File: config.mk
export PLATFORM = sky130hd
export DESIGN_NAME = bytecnt_ctrl
export DESIGN_NICKNAME = d
export VERILOG_FILES = /design/src/rtl/bcc_pkg.sv /design/src/rtl/bcc_counter.sv /design/src/rtl/bcc_pec.sv /design/src/rtl/bytecnt_ctrl.sv
export SDC_FILE = /design/constraint.sdc
export NUM_CORES = 1
export LEC_CHECK = 0
export BUFFER_PORTS_ARGS = -buffer_cell sky130_fd_sc_hd__clkbuf_2
export CAP_MARGIN = 20
export CORE_MARGIN = 5
export CORE_UTILIZATION = 45
export CTS_BUF_LIST = sky130_fd_sc_hd__clkbuf_4
export DETAILED_ROUTE_END_ITERATION = 12
export PLACE_DENSITY = 0.79
export SLEW_MARGIN = 0
export SYNTH_ARGS = -nofsm -noshare
export SYNTH_HDL_FRONTEND = slang
export SYNTH_SLANG_ARGS = --single-unit
File: constraint.sdc
create_clock -name clk -period 1.85 [get_ports clk]
set_input_delay 0.185 -clock clk [delete_from_list [all_inputs] [get_ports clk]]
set_output_delay 0.185 -clock clk [all_outputs]
set_load 0.02 [all_outputs]
File: src/rtl/bcc_pkg.sv
package bcc_pkg;

    typedef enum logic [2:0] {
        ST_IDLE,
        ST_XFER,
        ST_HOLD_TC,
        ST_HOLD_TCR,
        ST_ENDING
    } bcc_state_e;

endpackage

File: src/rtl/bcc_counter.sv
// Down-counter for bytes left in the current chunk.
module bcc_counter #(
    parameter int W = 8
) (
    input  logic         clk,
    input  logic         rst_n,
    input  logic         clr,
    input  logic         load,
    input  logic         dec,
    input  logic [W-1:0] load_val,
    output logic [W-1:0] rem,
    output logic         last
);

    localparam logic [W-1:0] ONE = W'(1);

    always_ff @(posedge clk or negedge rst_n) begin
        if (!rst_n) begin
            rem <= '0;
        end else if (clr) begin
            rem <= '0;
        end else if (load) begin
            rem <= load_val;
        end else if (dec && rem != '0) begin
            rem <= rem - ONE;
        end
    end

    assign last = (rem == ONE);

endmodule

File: src/rtl/bcc_pec.sv
// Running CRC over data bytes, MSB first, one byte per update.
module bcc_pec #(
    parameter int           W    = 8,
    parameter logic [W-1:0] POLY = 8'h07
) (
    input  logic         clk,
    input  logic         rst_n,
    input  logic         clr,
    input  logic         upd,
    input  logic [W-1:0] din,
    output logic [W-1:0] crc
);

    logic [W-1:0] chain [0:W];

    assign chain[0] = crc;

    for (genvar g = 0; g < W; g++) begin : g_bit
        logic fb;
        assign fb = chain[g][W-1] ^ din[W-1-g];
        assign chain[g+1] = {chain[g][W-2:0], 1'b0} ^ (fb ? POLY : '0);
    end

    always_ff @(posedge clk or negedge rst_n) begin
        if (!rst_n) begin
            crc <= '0;
        end else if (clr) begin
            crc <= '0;
        end else if (upd) begin
            crc <= chain[W];
        end
    end

endmodule

File: src/rtl/bytecnt_ctrl.sv
module bytecnt_ctrl
    import bcc_pkg::*;
#(
    parameter int                 COUNT_W = 8,
    parameter int                 DATA_W  = 8,
    parameter logic [DATA_W-1:0]  PEC_POLY = 8'h07
) (
    input  logic               clk,
    input  logic               rst_n,
    input  logic               enable,
    input  logic [COUNT_W-1:0] cfg_count,
    input  logic               cfg_reload,
    input  logic               cfg_autoend,
    input  logic               cfg_rx,
    input  logic               addr_done,
    input  logic               count_wr,
    input  logic               start_req,
    input  logic               stop_req,
    input  logic               pec_req,
    input  logic               byte_done,
    input  logic [DATA_W-1:0]  byte_data,
    input  logic               stop_seen,
    input  logic               addr_match,
    output logic               tc,
    output logic               tcr,
    output logic               stretch,
    output logic               cmd_stop,
    output logic               cmd_rstart,
    output logic               nack,
    output logic               pec_phase,
    output logic [DATA_W-1:0]  pec_value,
    output logic               pec_fail
);

    localparam logic [COUNT_W-1:0] ZERO_CNT = '0;

    bcc_state_e state, state_d;
    logic cmd_stop_d, cmd_rstart_d;
    logic stop_pend, pec_pend;
    logic stop_now, pec_byte, byte_ev, start_xfer;
    logic cnt_load, cnt_dec, cnt_last;
    logic [COUNT_W-1:0] cnt_rem;
    logic crc_clr, crc_upd;

    assign stop_now   = stop_pend | stop_req;
    assign pec_byte   = (state == ST_XFER) && pec_pend && !cfg_reload && cnt_last;
    assign byte_ev    = (state == ST_XFER) && byte_done;
    assign start_xfer = (state == ST_IDLE) && addr_done;

    bcc_counter #(.W(COUNT_W)) u_count (
        .clk      (clk),
        .rst_n    (rst_n),
        .clr      (!enable),
        .load     (cnt_load),
        .dec      (cnt_dec),
        .load_val (cfg_count),
        .rem      (cnt_rem),
        .last     (cnt_last)
    );

    bcc_pec #(.W(DATA_W), .POLY(PEC_POLY)) u_pec (
        .clk   (clk),
        .rst_n (rst_n),
        .clr   (crc_clr),
        .upd   (crc_upd),
        .din   (byte_data),
        .crc   (pec_value)
    );

    assign crc_clr  = !enable || start_xfer;
    assign crc_upd  = byte_ev && !pec_byte;
    assign cnt_dec  = byte_ev;
    assign cnt_load = start_xfer ||
                      ((state == ST_HOLD_TCR) && count_wr && cfg_count != ZERO_CNT && !stop_now);

    // Next-state and command decode
    always_comb begin
        state_d      = state;
        cmd_stop_d   = 1'b0;
        cmd_rstart_d = 1'b0;
        unique case (state)
            ST_IDLE: begin
                if (addr_done) begin
                    if (cfg_count != ZERO_CNT)  state_d = ST_XFER;
                    else if (cfg_reload)        state_d = ST_HOLD_TCR;
                    else if (cfg_autoend) begin
                        state_d    = ST_ENDING;
                        cmd_stop_d = 1'b1;
                    end else                    state_d = ST_HOLD_TC;
                end
            end
            ST_XFER: begin
                if (byte_done) begin
                    if (cnt_last && cfg_reload) begin
                        state_d = ST_HOLD_TCR;
                    end else if ((cnt_last && cfg_autoend) || stop_now) begin
                        state_d    = ST_ENDING;
                        cmd_stop_d = 1'b1;
                    end else if (cnt_last) begin
                        state_d = ST_HOLD_TC;
                    end
                end
            end
            ST_HOLD_TC: begin
                if (stop_now) begin
                    state_d    = ST_ENDING;
                    cmd_stop_d = 1'b1;
                end else if (start_req) begin
                    state_d      = ST_IDLE;
                    cmd_rstart_d = 1'b1;
                end
            end
            ST_HOLD_TCR: begin
                if (stop_now) begin
                    state_d    = ST_ENDING;
                    cmd_stop_d = 1'b1;
                end else if (count_wr && cfg_count != ZERO_CNT) begin
                    state_d = ST_XFER;
                end
            end
            ST_ENDING: begin
                if (stop_seen) state_d = ST_IDLE;
            end
            default: state_d = ST_IDLE;
        endcase
    end

    // State register
    always_ff @(posedge clk or negedge rst_n) begin
        if (!rst_n) begin
            state <= ST_IDLE;
        end else if (!enable) begin
            state <= ST_IDLE;
        end else begin
            state <= state_d;
        end
    end

    // Registered outputs and stored requests
    always_ff @(posedge clk or negedge rst_n) begin
        if (!rst_n) begin
            cmd_stop   <= 1'b0;
            cmd_rstart <= 1'b0;
            stop_pend  <= 1'b0;
            pec_pend   <= 1'b0;
            pec_fail   <= 1'b0;
        end else if (!enable) begin
            cmd_stop   <= 1'b0;
            cmd_rstart <= 1'b0;
            stop_pend  <= 1'b0;
            pec_pend   <= 1'b0;
            pec_fail   <= 1'b0;
        end else begin
            cmd_stop   <= cmd_stop_d;
            cmd_rstart <= cmd_rstart_d;
            if (stop_seen)     stop_pend <= 1'b0;
            else if (stop_req) stop_pend <= 1'b1;
            if (stop_seen || addr_match || (pec_byte && byte_done)) pec_pend <= 1'b0;
            else if (pec_req)                                      pec_pend <= 1'b1;
            if (start_xfer)
                pec_fail <= 1'b0;
            else if (pec_byte && byte_done && cfg_rx && byte_data != pec_value)
                pec_fail <= 1'b1;
        end
    end

    assign tc        = (state == ST_HOLD_TC);
    assign tcr       = (state == ST_HOLD_TCR);
    assign stretch   = tc | tcr;
    assign pec_phase = pec_byte;
    assign nack      = cfg_rx && (state == ST_XFER) &&
                       ((cnt_last && !cfg_reload) || stop_pend);

    // ---------------- assertions ----------------
    p_xfer_count_live_r1: assert property (@(posedge clk) disable iff (!rst_n)
        (state == ST_XFER) |-> (cnt_rem != ZERO_CNT));

    p_auto_stop_r1: assert property (@(posedge clk) disable iff (!rst_n)
        (enable && state == ST_XFER && byte_done && cnt_last && !cfg_reload && cfg_autoend)
        |=> cmd_stop);

    p_tc_hold_r2: assert property (@(posedge clk) disable iff (!rst_n)
        (enable && state == ST_HOLD_TC && !start_req && !stop_now) |=> tc);

    p_tcr_start_ignored_r3: assert property (@(posedge clk) disable iff (!rst_n)
        (enable && state == ST_HOLD_TCR && start_req && !stop_now && !count_wr)
        |=> (tcr && !cmd_rstart));

    p_rstart_from_tc_r4: assert property (@(posedge clk) disable iff (!rst_n)
        cmd_rstart |-> ($past(state) == ST_HOLD_TC));

    p_cmd_exclusive_r5: assert property (@(posedge clk) disable iff (!rst_n)
        !(cmd_stop && cmd_rstart));

    p_pec_consumed_r8: assert property (@(posedge clk) disable iff (!rst_n)
        (enable && pec_byte && byte_done) |=> !pec_pend);

    p_disable_clears_r11: assert property (@(posedge clk) disable iff (!rst_n)
        !enable |=> (!stretch && !cmd_stop && !cmd_rstart && !pec_fail));

endmodule

==> results.py <==
metrics = {
    "routing": {
        "route.met2.wl_microns": 2302,
        "vias": 1700,
        "met1_length_microns": 2120,
        "wl_met3_microns": 228,
        "routed.top_layer": "met4",
        "drtAntennaViolNets": 0,
        "vias_per_cell": 5.574,
        "wl_per_cell_microns": 15.39,
        "drtIter0Drc": 71,
        "drc": 0,
        "wirelength_microns": 4695,
        "dr.pass1.iters": 4,
    },
    "sta": {
        "hold_violations": 0,
        "slew_violations": 0,
        "fmax_ghz": 0.5367,
        "fin_tns_setup_ns": -0.02409,
        "slew_headroom": 0.5752,
        "layout_worst_path_cycle_share": 1.007,
        "rsz0062_at_grt": "yes",
        "tightest_slew_ns": 0.6372,
        "min_period_ns": 1.863,
        "setup_viol_count_final": 3,
        "final.setup_skew_ns": 0.002155,
        "finalWorstSetupSlack_ns": -0.01314,
    },
    "clock_tree": {
        "cts_buffers": 3,
        "cts_buffer_depth": 2,
        "h-tree-depth": 1,
        "clk_latency_ns": 0.33,
        "clkSlewWorstSetupHoldPaths_ns": 0.15,
        "root_buffer": "clkbuf_4",
        "cts_sinks": 24,
        "cts_tree": "yes",
    },
    "critical_path": {
        "critical_path.max_stage_delay_ns": 0.43,
        "critPathSlowestCell": "dfrtp_1",
        "crit_chain": "ha_1 -> nor3b_2 -> buf_4 -> buf_4 -> a31oi_1 -> buf_4 -> a211oi_1 -> a31o_2",
        "crit_top_cell": "buf_4",
        "cp.arrival_ns": 2.10,
        "start_kind": "flop",
        "critPathKind": "reg -> reg",
        "crit_fanout": 11,
        "worstPathRequired_ns": 2.09,
        "critPathCaptureType": "flop",
    },
    "die": {
        "die_h_microns": 72.97,
        "die_area_sq_mm": 0.005324,
        "initial_utilization": 0.4766,
        "die_x_microns": 72.97,
        "std_cell_rows": 22,
        "core_sq_mm": 0.003744,
        "io_pins": 46,
    },
    "layout": {
        "stdcell_count": 305,
        "drive_gt1_frac": 0.3852,
        "num-nets-final": 294,
        "nFillCells": 313,
        "diodes": 0,
        "area_delta_synth_final_pct": 32.33,
        "final_cell_mix": "clkbuf_2, dfrtp_1, nor2_1, buf_4, xnor2_1",
        "final_common_cell": "clkbuf_2",
    },
    "placement": {
        "dp_cells": 287,
        "portBuffers": 45,
        "hpwl_microns": 3427,
        "post-place-ws_ns": 0.02902,
        "gp_congestion": 0.8842,
    },
    "logic_synthesis": {
        "syn_area_sq_mm": 0.001784,
        "synth_nets": 225,
        "synth_top_area_frac": 0.3366,
        "yosysSeqAreaShare": 0.3366,
        "syn_area_per_cell_sq_um": 9.440,
        "async_flop_share": 1.000,
        "ys_ff_latch": 24,
        "synth.area.top_cells": "dfrtp_1, xnor2_1, nor2_1",
        "synth-warning-count": 0,
        "synth_cells": 189,
        "synth_top_area_cell": "dfrtp_1",
        "synth_flop_cell": "dfrtp_1",
        "synth_cell_types": 53,
        "synth_edf_count": 0,
    },
    "power": {
        "power_density_mw_per_mm2": 1268,
        "vdd_drop_max_v": 0.0007729,
        "p_leak_nw": 1.087,
    },
    "flow_run": {
        "drv_cap": 0,
    },
    "grt": {
        "grt_antenna_before_repair": 0,
        "grt_pass1_vias": 1653,
        "grt_pass1_wl_microns": 7645,
        "grt-ovfl-total": 0,
        "grt_max_degree": 25,
        "grt_usage": 0.1797,
    },
    "run_status": {
        "status": "finished with violations",
        "violations": "setup timing",
    },
    "min_path": {
        "hold_class": "in -> reg",
    },
}
## path summary, 6_finish.rpt
check                                             end  slack (ns)  cells after the start                       start
min in group asynchronous    u_pec.crc[1]$_DFFE_PN0P_        0.39                      2                       rst_n
setup / recovery             u_pec.crc[2]$_DFFE_PN0P_       -0.01                      8  u_count.rem[0]$_DFFE_PN0P_
hold / removal                   pec_pend$_DFFE_PN0P_        0.09                      3                     pec_req
setup reg to reg             u_pec.crc[2]$_DFFE_PN0P_       -0.01                      8  u_count.rem[0]$_DFFE_PN0P_
hold reg to reg                  pec_fail$_DFFE_PN0P_        0.53                      2        pec_fail$_DFFE_PN0P_
max in group asynchronous  u_count.rem[4]$_DFFE_PN0P_        1.02                      2                       rst_n
## logic make-up after synthesis
family                   after synthesis  synth area share
AO/OA/AOI/OAI                         44            0.1851
XOR/XNOR                              26            0.1445
adder cells (fa/ha/maj)                6           0.04207
buffers and inverters                 13           0.03226
flip-flops                            24            0.3366
multiplexers                           3           0.01683
AND/OR/NAND/NOR                       73            0.2426
## metrics by stage
| step | hold slack [ns] | power, mW | util | cell area, sq um |
|---|---|---|---|---|
| floorplan | -0.1106 | 1.817 | - | 1784 |
| global placement | 0.2307 | 2.180 | 0.5655 | 2117 |
| detailed placement | 0.2314 | 2.212 | 0.5655 | 2117 |
| CTS | 0.07232 | 2.860 | 0.6120 | 2291 |
| global route | 0.06383 | 3.194 | 0.6307 | 2361 |
| finish | 0.08986 | 2.995 | 0.6307 | 2361 |
## power breakdown
| group | total [mW] | internal, mW | switching, mW |
|---|---|---|---|
| registers | 0.787 | 0.643 | 0.144 |
| logic | 1.81 | 0.875 | 0.935 |
| clock network | 0.397 | 0.219 | 0.178 |
## critical path: cells and delay by family, from the launching register on
kind / cells / cell delay [ns]
buf+inv: 3 / 0.51
compound gates: 3 / 0.48
flops: 1 / 0.43
fa+ha+maj: 1 / 0.19
simple gates: 1 / 0.15
## synthesized netlist by cell type, types with 3 or more instances
master and instances:
a211oi_1 5, a21oi_1 11, a31oi_1 5, clkbuf_1 3
dfrtp_1 24, ha_1 6, inv_1 8, mux2i_1 3
nand2_1 14, nand3_1 5, nor2_1 22, nor2b_1 3
nor3b_1 4, o21ai_0 7, or2_2 3, xnor2_1 18
xor2_1 6
## state kept, by name (all words and copies together) (netlist names)
register	cells
u_count.rem	8
u_pec.crc	8
state	3
cmd_rstart	1
cmd_stop	1
pec_fail	1
pec_pend	1
stop_pend	1
## metal layers
metal | track usage | vias up
li1 | - | 817
met1 | 0.2336 | 825
met2 | 0.3126 | 52
met5 | 0 | -
met3 | 0.03306 | 6
met4 | 0.03279 | 0
## final cells by class
cell class              instances  area [sq um]  area share
multi-input cells             152          1185      0.5019
repair buffers                 69         431.7      0.1828
inverters                       8         30.03     0.01272
well taps                      48         60.06     0.02544
clock buffers                   3         22.52    0.009539
flip-flops and latches         24         601.8      0.2549
clock inverters                 1         30.03     0.01272
## timing repair
item	CTS	global route
hold buffers	2	0
gates resized for setup	8	11
buffers inserted	8	4
pin swaps	2	3
endpoints found under the hold margin	25	0
setup endpoints to repair	3	15
Note: power is estimated with default switching activity, not from simulation.
